--- config.mk ---
export PLATFORM = sky130hd
export DESIGN_NAME = usb_in_ep_fifo
export DESIGN_NICKNAME = d
export VERILOG_FILES = /design/src/rtl/usb_ep_pkg.sv /design/src/rtl/ep_half_ctrl.sv /design/src/rtl/ep_buf_mem.sv /design/src/rtl/ep_seq.sv /design/src/rtl/usb_in_ep_fifo.sv
export SDC_FILE = /design/constraint.sdc
export NUM_CORES = 1
export LEC_CHECK = 0
export BUFFER_PORTS_ARGS = -buffer_cell sky130_fd_sc_hd__buf_2
export CORE_MARGIN = 3
export CORE_UTILIZATION = 50
export CTS_BUF_LIST = sky130_fd_sc_hd__clkbuf_4 sky130_fd_sc_hd__clkbuf_8
export DETAILED_ROUTE_END_ITERATION = 10
export PLACE_DENSITY = 0.71
export SYNTH_ARGS = -nofsm -noshare
export SYNTH_HDL_FRONTEND = slang
export SYNTH_SLANG_ARGS = --single-unit
export TNS_END_PERCENT = 1
--- constraint.sdc ---
create_clock -name clk -period 2.5 [get_ports clk]
set_clock_uncertainty 0.15 [all_clocks]
set_input_delay 0.5 -clock clk [delete_from_list [all_inputs] [get_ports clk]]
set_output_delay 0.5 -clock clk [all_outputs]
set_load 0.02 [all_outputs]
--- src/rtl/usb_ep_pkg.sv ---
package usb_ep_pkg;

    localparam int EP_HALF_BYTES = 64;
    localparam int EP_DATA_W     = 8;
    localparam int EP_REG_W      = 8;
    localparam int STAT_PEND_BIT = 0;
    localparam int CLR_EP_BIT    = 0;

    typedef enum logic {
        HALF_A = 1'b0,
        HALF_B = 1'b1
    } half_sel_t;

    typedef struct packed {
        logic wr;
        logic commit;
        logic clear;
    } cpu_req_t;

    typedef struct packed {
        logic pop;
        logic done;
    } usb_req_t;

    function automatic half_sel_t other_half(input half_sel_t h);
        return (h == HALF_A) ? HALF_B : HALF_A;
    endfunction

endpackage

--- src/rtl/ep_half_ctrl.sv ---
module ep_half_ctrl #(
    parameter int DEPTH = 64,
    localparam int CNT_W = $clog2(DEPTH + 1)
) (
    input  logic             clk,
    input  logic             rst,
    input  logic             clear,
    input  logic             wr,
    input  logic             commit,
    input  logic             release_i,
    output logic             committed,
    output logic [CNT_W-1:0] count
);

    always_ff @(posedge clk) begin
        if (rst || clear) begin
            committed <= 1'b0;
            count     <= '0;
        end else if (release_i) begin
            committed <= 1'b0;
            count     <= '0;
        end else begin
            if (wr && !committed && (count < CNT_W'(DEPTH)))
                count <= count + 1'b1;
            if (commit && !committed)
                committed <= 1'b1;
        end
    end

    assert_count_bound_R6: assert property (@(posedge clk) disable iff (rst)
        count <= CNT_W'(DEPTH));

    assert_half_clear_R8: assert property (@(posedge clk) disable iff (rst)
        clear |=> (!committed && count == '0));

    assert_commit_holds_R2: assert property (@(posedge clk) disable iff (rst)
        (committed && !release_i && !clear) |=> committed);

endmodule

--- src/rtl/ep_buf_mem.sv ---
module ep_buf_mem #(
    parameter int DEPTH  = 64,
    parameter int DATA_W = 8,
    localparam int AW    = $clog2(DEPTH)
) (
    input  logic              clk,
    input  logic              we,
    input  logic              wsel,
    input  logic [AW-1:0]     waddr,
    input  logic [DATA_W-1:0] wdata,
    input  logic              rsel,
    input  logic [AW-1:0]     raddr,
    output logic [DATA_W-1:0] rdata
);

    logic [1:0][DATA_W-1:0] half_rd;

    for (genvar h = 0; h < 2; h++) begin : g_half
        logic [DATA_W-1:0] store_q [DEPTH];

        always_ff @(posedge clk) begin
            if (we && (wsel == 1'(h)))
                store_q[waddr] <= wdata;
        end

        assign half_rd[h] = store_q[raddr];
    end

    assign rdata = half_rd[rsel];

endmodule

--- src/rtl/ep_seq.sv ---
module ep_seq
    import usb_ep_pkg::*;
#(
    parameter int DEPTH = 64,
    localparam int CNT_W = $clog2(DEPTH + 1)
) (
    input  logic                  clk,
    input  logic                  rst,
    input  logic                  cfg_dual,
    input  cpu_req_t              cpu_req,
    input  usb_req_t              usb_req,
    input  logic [1:0]            committed,
    input  logic [1:0][CNT_W-1:0] count,
    output half_sel_t             fill,
    output half_sel_t             head,
    output logic [CNT_W-1:0]      rdptr,
    output logic                  wr_ok,
    output logic                  commit_ok,
    output logic [1:0]            release_o,
    output logic                  overflow
);

    logic       fill_full;
    logic       done_ok;
    logic       pop_ok;
    logic [1:0] comm_next;
    half_sel_t  fill_next;
    half_sel_t  head_next;

    assign fill_full = committed[fill] || (count[fill] == CNT_W'(DEPTH));
    assign wr_ok     = cpu_req.wr && !fill_full && !cpu_req.clear;
    assign commit_ok = cpu_req.commit && !committed[fill] && !cpu_req.clear;
    assign done_ok   = usb_req.done && committed[head] && !cpu_req.clear;
    assign pop_ok    = usb_req.pop && committed[head] && (rdptr < count[head])
                       && !cpu_req.clear;

    always_comb begin
        release_o = '0;
        if (done_ok)
            release_o[head] = 1'b1;
        for (int h = 0; h < 2; h++) begin
            comm_next[h] = (committed[h] && !release_o[h])
                         || (commit_ok && (fill == half_sel_t'(h)));
        end
    end

    always_comb begin
        fill_next = fill;
        if (cfg_dual && comm_next[fill] && !comm_next[other_half(fill)])
            fill_next = other_half(fill);
        head_next = head;
        if (done_ok && cfg_dual)
            head_next = other_half(head);
    end

    always_ff @(posedge clk) begin
        if (rst || cpu_req.clear) begin
            fill  <= HALF_A;
            head  <= HALF_A;
            rdptr <= '0;
        end else begin
            fill <= fill_next;
            head <= head_next;
            if (done_ok)
                rdptr <= '0;
            else if (pop_ok)
                rdptr <= rdptr + 1'b1;
        end
    end

    always_ff @(posedge clk) begin
        if (rst)
            overflow <= 1'b0;
        else if (cpu_req.wr && fill_full)
            overflow <= 1'b1;
    end

    assert_ovf_sticky_R6: assert property (@(posedge clk) disable iff (rst)
        overflow |=> overflow);

    assert_single_half_R11: assert property (@(posedge clk) disable iff (rst)
        !cfg_dual |-> (fill == HALF_A && head == HALF_A));

    assert_both_busy_R5: assert property (@(posedge clk) disable iff (rst)
        (cfg_dual && committed == 2'b11) |-> (fill != head));

    assert_clear_wins_R9: assert property (@(posedge clk) disable iff (rst)
        cpu_req.clear |=> (rdptr == '0 && fill == HALF_A && head == HALF_A));

    assert_rdptr_bound_R3: assert property (@(posedge clk) disable iff (rst)
        rdptr <= count[head]);

endmodule

--- src/rtl/usb_in_ep_fifo.sv ---
module usb_in_ep_fifo
    import usb_ep_pkg::*;
#(
    parameter int DEPTH  = EP_HALF_BYTES,
    parameter int DATA_W = EP_DATA_W,
    parameter int REG_W  = EP_REG_W,
    localparam int CNT_W = $clog2(DEPTH + 1),
    localparam int AW    = $clog2(DEPTH)
) (
    input  logic              clk,
    input  logic              rst,
    input  logic              cfg_dual,
    input  logic              cpu_wr,
    input  logic [DATA_W-1:0] cpu_wdata,
    input  logic              cpu_pkt_commit,
    input  logic              ctl_clr_wr,
    input  logic [REG_W-1:0]  ctl_clr_wdata,
    output logic [REG_W-1:0]  stat_rdata,
    output logic [REG_W-1:0]  clr_rdata,
    input  logic              usb_pop,
    input  logic              usb_pkt_done,
    output logic              usb_pkt_avail,
    output logic [CNT_W-1:0]  usb_pkt_len,
    output logic [DATA_W-1:0] usb_rdata,
    output logic              ovf_flag
);

    cpu_req_t              cpu_req;
    usb_req_t              usb_req;
    logic [1:0]            committed;
    logic [1:0][CNT_W-1:0] count;
    half_sel_t             fill;
    half_sel_t             head;
    logic [CNT_W-1:0]      rdptr;
    logic                  wr_ok;
    logic                  commit_ok;
    logic [1:0]            release_v;

    assign cpu_req.wr     = cpu_wr;
    assign cpu_req.commit = cpu_pkt_commit;
    assign cpu_req.clear  = ctl_clr_wr && ctl_clr_wdata[CLR_EP_BIT];
    assign usb_req.pop    = usb_pop;
    assign usb_req.done   = usb_pkt_done;

    ep_seq #(.DEPTH(DEPTH)) u_seq (
        .clk       (clk),
        .rst       (rst),
        .cfg_dual  (cfg_dual),
        .cpu_req   (cpu_req),
        .usb_req   (usb_req),
        .committed (committed),
        .count     (count),
        .fill      (fill),
        .head      (head),
        .rdptr     (rdptr),
        .wr_ok     (wr_ok),
        .commit_ok (commit_ok),
        .release_o (release_v),
        .overflow  (ovf_flag)
    );

    for (genvar h = 0; h < 2; h++) begin : g_half
        ep_half_ctrl #(.DEPTH(DEPTH)) u_half (
            .clk       (clk),
            .rst       (rst),
            .clear     (cpu_req.clear),
            .wr        (wr_ok && (fill == half_sel_t'(h))),
            .commit    (commit_ok && (fill == half_sel_t'(h))),
            .release_i (release_v[h]),
            .committed (committed[h]),
            .count     (count[h])
        );
    end

    ep_buf_mem #(.DEPTH(DEPTH), .DATA_W(DATA_W)) u_mem (
        .clk   (clk),
        .we    (wr_ok),
        .wsel  (fill),
        .waddr (count[fill][AW-1:0]),
        .wdata (cpu_wdata),
        .rsel  (head),
        .raddr (rdptr[AW-1:0]),
        .rdata (usb_rdata)
    );

    always_comb begin
        stat_rdata                = '0;
        stat_rdata[STAT_PEND_BIT] = |committed;
    end

    assign clr_rdata     = '0;
    assign usb_pkt_avail = committed[head];
    assign usb_pkt_len   = count[head];

    assert_pend_fall_R4: assert property (@(posedge clk) disable iff (rst)
        $fell(stat_rdata[STAT_PEND_BIT]) |-> $past(usb_pkt_done || cpu_req.clear));

    assert_clear_status_R8: assert property (@(posedge clk) disable iff (rst)
        cpu_req.clear |=> (stat_rdata == '0 && !usb_pkt_avail));

    always_comb begin
        assert_reserved_R10: assert (stat_rdata[REG_W-1:1] == '0 && clr_rdata == '0);
    end

endmodule

Word-level counts from Yosys, hierarchy flattened --
Memory sizes are Yosys's and may differ from the RTL's. A register that Yosys moved wholly into a read port is not among the register bits. Cells that the tools add are included.
Word-level totals: memories 2, input port bits 24, output and inout port bits 33, word-level logic and storage cells 92, ROM bits 0, bits in writable memories 1024, bits in latches 0, register bits after elaboration 26
Memories:
- u_mem.g_half[0].store_q | words 64, width 8, rd ports 1, clocked after memory_dff 1, write ports 1, RTL line ep_buf_mem.sv:19 | logic [DATA_W-1:0] store_q [DEPTH];
- u_mem.g_half[1].store_q | words 64, width 8, rd ports 1, clocked after memory_dff 1, write ports 1, RTL line ep_buf_mem.sv:19
Operators by class: eq/ne operators 1, add/sub/neg operators 3, reductions and logical operators 43, magnitude comparators 7, div/mod/pow operators 0, shift-type cells 0, muxes and demuxes 27, multiply operators 0, bitwise operators 1
Operator list (count):
- $mux W7 | 4
- $logic_and A1 B1 Y1 | 27
- $mux W6 | 4
- $add A7 B1 Y7 const B | 3
- $mux W8 | 2
- $mux W1 | 15
- $lt A7 B7 Y1 const B | 2
- $logic_not A1 Y1 | 8
- $reduce_or A2 Y1 | 4
- $eq A7 B7 Y1 const B | 1
- $lt A7 B7 Y1 | 1
- $lt A1 B2 Y1 const B | 3
- $logic_or A1 B1 Y1 | 4
- $mux W2 | 1
- $demux W1 S1 | 1
- $ge A1 B1 Y1 const B | 1
- $not A1 Y1 | 1

Depth between registers and ports, before layout --
Gate-level depths: netlist of run 1.
depth after elaboration 12, depth in mapped cells 11, mapped depth without buffers 8

Modules after synthesis --
Synthesis of run 1 repeated with hierarchy kept, for this count alone.
Second synthesis, totals: cells, all modules 1847, area, all modules 41534.8 um^2
By module, submodules not included:
- ep_buf_mem | instances 1, cells each 1634, area each 39542.9 um^2, seq. area each 30749.5 um^2
- ep_seq | instances 1, cells each 95, area each 897.1 um^2, seq. area each 200.2 um^2
- ep_half_ctrl | instances 2, cells each 40, area each 354.1 um^2, seq. area each 160.2 um^2
- usb_in_ep_fifo | instances 1, cells each 38, area each 386.6 um^2, seq. area each 0.0 um^2

Least setup slack after synthesis of run 1 --
No wires, ideal clock.
path kind input to register, from input cpu_wr, to memory u_mem.g_half[0].store_q[8][0], enable pin, stages on the path 6, slack -0.157 ns, data arrival time 2.137 ns, required time 1.980 ns, path buffers 1, setup time 0.370 ns, path through a21boi_1 > nand2_1 > or3_1 > or3b_1 > buf_2 > nor2_1
Between the ends: word-level cells in the longest chain between the ends 5
RTL lines:
- from (decl) | RTL line usb_in_ep_fifo.sv:13 | input logic cpu_wr,
- $logic_and A1 B1 Y1 (2 in a row) | RTL line ep_seq.sv:31 | assign wr_ok = cpu_req.wr && !fill_full && !cpu_req.clear;
- $logic_and A1 B1 Y1 | RTL line ep_buf_mem.sv:22 | if (we && (wsel == 1'(h)))
- $mux W1 | RTL line ep_buf_mem.sv:22
- $mux W1 (not written as such) | RTL line ep_buf_mem.sv:23 | store_q[waddr] <= wdata;
- to (decl) | RTL line ep_buf_mem.sv:19
No other way between the ends.

==> flow_summary.json, run 1 <==
{
  "powerDensity_nw_per_um2": 673,
  "postSynthCellCount": 2197,
  "drtAntennaViolNets": 0,
  "outcome": "finished with violations",
  "finalCriticalPeriod_ps": 3890,
  "slowest_delay_ps": 440,
  "synth_edf_count": 1024,
  "cpLargestDelayFamily": "buffers and inverters",
  "seqPwrFrac": 0.565,
  "relSlewSlack": 0.523,
  "io_pins": 57,
  "fin_crit_sh": 1.55,
  "cp-end-kind": "output pin",
  "final_util": 0.621,
  "failed_checks": "negative setup slack",
  "power_frac_comb": 0.027,
  "fmax_mhz": 257,
  "synth_area_leaders": "edfxtp_1 74%, mux4_2 9.9%, mux2i_1 4.1%",
  "clkLatencyLatePin_ps": 800,
  "synthArstFlopShare": 0,
  "path_clk_slew_ps": 60,
  "die_height_um": 295,
  "rr_worst_depth": 8,
  "power.share.clock": 0.408,
  "leakage_nw": 16.4,
  "die_area_um2": 86800,
  "sw_frac_of_total": 0.212,
  "io_buffers": 34,
  "yosysUniqueCellTypes": 55,
  "grt_pass1_vias": 23912,
  "start_util": 0.506,
  "cp_slowest_cell": "dfxtp_4",
  "synthFlopType": "edfxtp_1",
  "drt-pass1-iter-count": 5,
  "maxCapViolations": 0,
  "routed_wl_mm": 100,
  "place_congestion": 0.859,
  "grt_use_total": 0.233,
  "clock-root-buffer": "clkbuf_8",
  "worstReg2RegStart": "u_seq.fill",
  "whs_ps": 139,
  "crit_buf_inv": 4,
  "regToRegSetupSlack_ps": -100,
  "min_path_cells": 1,
  "yosys_warnings": 0,
  "hold_viol": 0,
  "hold_path_class": "primary input to flip-flop",
  "switching_power_mw": 7.28,
  "htree_levels": 4,
  "r2r-end": "u_mem.g_half[0].store_q[23][2]",
  "via_per_inst": 5.91,
  "die_width_um": 295,
  "num_vias": 23045,
  "cts_sinks": 1056,
  "synth_top_area_frac": 0.738,
  "first_iter_violations": 2357,
  "grt-ovfl-total": 0,
  "setup_viol": 123,
  "yosysTopAreaCell": "edfxtp_1",
  "coreArea_um2": 82400,
  "drv_slew": 0,
  "antenna_found_initial": 1,
  "avgSynthCellArea_um2": 19.0,
  "place.detailed.hpwl_mm": 63.5,
  "clock_path_buffers": 3,
  "intPower_mw": 27.1,
  "tns_ps": -14840,
  "grt_max_degree": 73,
  "drc": 0,
  "critPathMaxFanout": 20,
  "grt_pass1_wl_mm": 149,
  "cts_buffers": 167,
  "crit_chain": "buf_4, buf_16, bufbuf_16, mux4_2, a22oi_1, a21oi_2, nor3_2, nor2_2, buf_6",
  "cp.arrival_ps": 3240,
  "cp.required_ps": 1850,
  "setup_ws_ps": -1390,
  "syn_area_um2": 41700,
  "cts_tree": "yes",
  "crit_path_start_kind": "flip-flop",
  "area_growth_syn_to_layout_pct": 22.8,
  "critPathKind": "flip-flop to output pin",
  "rsz0062_at_grt": "yes",
  "wl_per_cell_um": 25.6,
  "fp-row-count": 105,
  "fin_nets": 2738,
  "seq_area_frac_synth": 0.753,
  "min_to": "u_mem.g_half[1].store_q[30][2]",
  "ys_seq_elements": 1056,
  "drive_gt1_frac": 0.373,
  "ir_drop_mv": 0.479,
  "worstMarginPinSlew_ps": 716,
  "hp-start": "cpu_wdata[2]"
}
flip-flops by register name (all words and copies together), names as in the netlist, named ones only:
| signal | count |
|---|---|
| u_seq.rdptr | 7 |
| u_mem.g_half.store_q | 1024 |
| g_half.u_half.count | 14 |
| g_half.u_half.committed | 2 |
| u_seq.fill | 1 |
| u_seq.overflow | 1 |
| u_seq.head | 1 |
metrics by stage:
stage	cells	worst slack [ps]	total power [mW]	instance area, um^2
floorplan	2211	-110	20.1	41700
global placement	3555	-1020	20.6	46200
detailed placement	3555	-977	20.6	46200
CTS	3886	-1490	34.6	50600
global route	3901	-1480	35.5	51100
finish	3901	-1390	34.4	51100
cell usage in the layout, fill, tap and decap left out, types with 16 or more instances in the layout:
cell      synthesis  layout
a22oi_1         102      91
buf_12            0      67
nor2_1          171     118
buf_4            33     313
edfxtp_1       1024    1024
nand2_1          54      54
nor2_4            1      34
nor2_2            7      27
clkbuf_8          0     171
mux4_2          184     184
nor2b_1          25      20
clkinv_1          1      32
a21oi_1          53      46
nand3_1          48      44
mux2i_1         169     164
clkbuf_4          0      59
clkinv_2          0      16
buf_6            13      40
dfxtp_1          32      26
nand4_1          28      28
repair_timing:
item | CTS | global route
setup buffers | 22 | 13
endpoints found under the hold margin | 134 | 0
gates resized for setup | 158 | 106
endpoints found under the setup margin | 688 | 632
cloned | 5 | 1
pin swaps | 33 | 25
hold buffers | 13 | 0
how the worst max path moves through the flow:
stage | cells past startpoint | endpoint | slack [ps] | from
2_1_floorplan | 6 | u_mem.g_half[0].store_q[31][0] | -110 | cpu_wr
3_3_place_gp | 11 | usb_rdata[1] | -1020 | flip-flop
3_5_place_dp | 10 | usb_rdata[7] | -980 | flip-flop
4_1_cts | 11 | usb_rdata[2] | -1490 | flip-flop
5_1_grt | 11 | usb_rdata[4] | -1480 | flip-flop
6_report | 9 | usb_rdata[1] | -1390 | flip-flop
cells by family after synthesis:
logic type,Yosys count,synth area share
DFF,1056,0.753
adders and majority gates,9,0.00270
xor gates and xnor gates,9,0.00189
AOI/OAI and AO/OA,218,0.0361
muxes,356,0.141
buffers and inverters,155,0.0203
other,1,0.0000900
and+or+nand+nor,393,0.0445
layer usage:
layer,share of wire,track usage,up-vias
met2,0.51,0.391,1019
met4,0.035,0.0968,0
met3,0.072,0.0423,195
met1,0.39,0.303,11902
met5,0,0,-
li1,-,-,9929
final cells by class:
cell class / count / area (um^2)
diodes: 1 / 2.50
clock buffers: 230 / 2800
clock inverters: 64 / 402
fillers: 5488 / 31200
inverters: 16 / 62.6
multi-input cells: 1000 / 10400
flip-flops and latches: 1056 / 31400
well taps: 1070 / 1340
repair buffers: 464 / 4780
synth_stat cells (all sizes together), types with 7 or more instances:
cell and number:
and3 9, nand2b 11, dfxtp 32, mux2i 169
a21oi 53, a22oi 102, inv 15, nand3 48
nand4 28, nor2 179, a221oi 10, o22ai 9
mux4 184, a22o 9, nand2 54, o21ai 11
clkbuf 55, ha 9, or3 10, buf 84
edfxtp 1024, nor3 11, o2111ai 7, nor2b 25
power by group through the flow:
stage          logic, mW  registers, mW  clock network (mW)
2_1_floorplan      0.241           19.8                   0
3_3_place_gp       0.801           19.8                   0
3_5_place_dp       0.832           19.8                   0
4_1_cts            0.899           19.4                14.3
5_1_grt            0.993           19.4                15.1
6_report           0.938           19.4                14.0
No activity file was read; power rests on OpenSTA's default activity.
==> run 2, diff against run 1 <==
Settings changed: PLACE_DENSITY 0.71 to 0.7.
==> run 2 against run 1 <==
  * The flow still finishes with violations (negative setup slack)
  * Sequential power about the same
  * Flip-flop and latch count is the same
  * First-iteration DRC count fell by 12%
  * Non-clock buffer count up 4
  * Sequential share of layout area fell by 0.22 points
  * Die area stayed put
  * Final cell count is 0.51% higher
  * Hold slack lost 52 ps
  * Register-to-register slack worse by 90 ps
  * Global-route usage is essentially flat
  * Combinational power fell by 3.1%
  * Critical path depth is 2 higher
  * Critical path type unchanged
  * Largest power group unchanged
  * Highest routed layer unchanged
==> flow_summary.json, run 2 (same netlist as run 1, synthesis figures left out) <==
{
  "drtAntennaViolNets": 0,
  "area_growth_syn_to_layout_pct": 23.2,
  "top_register": "u_mem.g_half.store_q",
  "setup_ws_ps": -1510,
  "outcome": "finished with violations",
  "top_regs": "u_mem.g_half.store_q (1024), g_half.u_half.count (14), u_seq.rdptr (7)",
  "antenna_found_initial": 1,
  "clock-root-buffer": "clkbuf_8",
  "clock_path_buffers": 3,
  "cp-end-kind": "output pin",
  "nFillCells": 5514,
  "fin_crit_sh": 1.61,
  "setup_viol": 89,
  "ir_drop_mv": 0.420,
  "grt-ovfl-total": 0,
  "tns_ps": -14050,
  "hold_viol": 0,
  "start_util": 0.506,
  "coreArea_um2": 82400,
  "htree_levels": 4,
  "grt_pass1_wl_mm": 149,
  "worstMarginPinSlew_ps": 650,
  "dp_slack_ps": -992,
  "final_util": 0.623,
  "cts_sinks": 1056,
  "rr_worst_depth": 13,
  "num_vias": 22937,
  "post-route-cell-area_um2": 51300,
  "cp.required_ps": 1850,
  "first_iter_violations": 2072,
  "drive_gt1_frac": 0.374,
  "relSlewSlack": 0.567,
  "critPathMaxFanout": 7,
  "path_clk_slew_ps": 60,
  "die_height_um": 295,
  "grt_max_degree": 129,
  "hold_path_class": "primary input to flip-flop",
  "crit_end": "usb_rdata[4]",
  "grt_pass1_vias": 23613,
  "ff_latch_area_um2": 31400,
  "worstReg2RegStart": "u_seq.head",
  "powerDensity_nw_per_um2": 683,
  "place.detailed.hpwl_mm": 62.5,
  "die_area_um2": 86800,
  "die_width_um": 295,
  "wl_per_cell_um": 25.6,
  "io_pins": 57,
  "via_per_inst": 5.85,
  "drc": 0,
  "largest_register_ffs": 1024,
  "dpl_cell_area_um2": 46200,
  "fin_nets": 2743,
  "whs_ps": 86.6,
  "regToRegSetupSlack_ps": -190,
  "cts_buffers": 168,
  "place_congestion": 0.865,
  "critPathKind": "flip-flop to output pin",
  "maxCapViolations": 0,
  "crit_path_start_kind": "flip-flop",
  "multi_input_area_um2": 10400,
  "failed_checks": "negative setup slack",
  "cts_tree": "yes",
  "fmax_mhz": 249,
  "rsz0062_at_grt": "yes",
  "fp-row-count": 105,
  "finalCriticalPeriod_ps": 4010,
  "final_cell_mix": "1,024 x edfxtp_1, 324 x buf_4, 184 x mux4_2, 172 x clkbuf_8, 161 x mux2i_1",
  "cp.arrival_ps": 3360,
  "drv_slew": 0,
  "routed_wl_mm": 100,
  "io_buffers": 34,
  "layout_commonest_cell": "edfxtp_1",
  "clkLatencyLatePin_ps": 820,
  "grt_use_total": 0.233,
  "leakage_nw": 16.5,
  "drt-pass1-iter-count": 5
}
## run 2: changes by cell type in the layout (fill, tap and decap cells not counted), sizes merged
cell,previous run,this run
buf,448,455
clkbuf,231,214
bufbuf,2,1
clkinv,50,75
clkinvlp,2,6
bufinv,1,9
inv,27,24
dlygate4sd3,13,10
## run 2: where the power goes
group / internal (mW) / leakage, nW / switching, mW
Clock: 7.99 / 1.77 / 6.74
Sequential: 19.4 / 9.46 / 0.0143
Combinational: 0.280 / 5.27 / 0.628
Total: 27.7 / 16.5 / 7.38
## run 2: worst max-delay path, cell delays in order, from the launching register on
cell	delay (ps)
dfxtp_4	430
buf_12	120
buf_12	150
buf_16	170
buf_8	140
buf_4	120
mux4_2	280
a21oi_1	220
nand4_1	300
o22ai_2	380
nor2_4	80
buf_6	140
## run 2: area by class of cell
type	count	area share
tap	1070	0.0261
sequential	1056	0.612
antenna	1	0.0000487
timing repair buffer	468	0.0921
clock buffer	212	0.0520
multi-input combinational	1000	0.203
inverter	16	0.00117
clock inverter	98	0.0139
## run 2: per-layer routing
layer | GRT usage | up-vias | wire length (um)
li1 | - | 9946 | -
met1 | 0.310 | 11854 | 39900
met2 | 0.393 | 968 | 50600
met3 | 0.0409 | 169 | 6810
met4 | 0.0783 | 0 | 2960
met5 | 0 | - | 0
## run 2: worst min path at each step
stage / cells after the start / start / to
after CTS: 5 / usb_pkt_done / flip-flop
after global routing: 5 / usb_pkt_done / flip-flop
after detailed placement: 2 / u_seq.overflow / u_seq.overflow
final: 5 / ctl_clr_wdata[0] / g_half[0].u_half.committed
after floorplan: 2 / g_half[1].u_half.count[6] / g_half[1].u_half.count[6]
after global placement: 2 / u_seq.overflow / u_seq.overflow
## run 2: repair_timing
item                       CTS  global route
gates cloned                 2             2
gates resized for setup    153           114
hold buffers                10             0
hold endpoints to repair   123             0
pin swaps                   31            28
buffers inserted            32            13
setup endpoints to repair  579           461
## run 2: through the flow
step | cells | power, mW
after global routing | 3921 | 36.2
final | 3921 | 35.1
after detailed placement | 3556 | 20.6
after floorplan | 2211 | 20.1
after CTS | 3905 | 35.3
after global placement | 3556 | 20.6
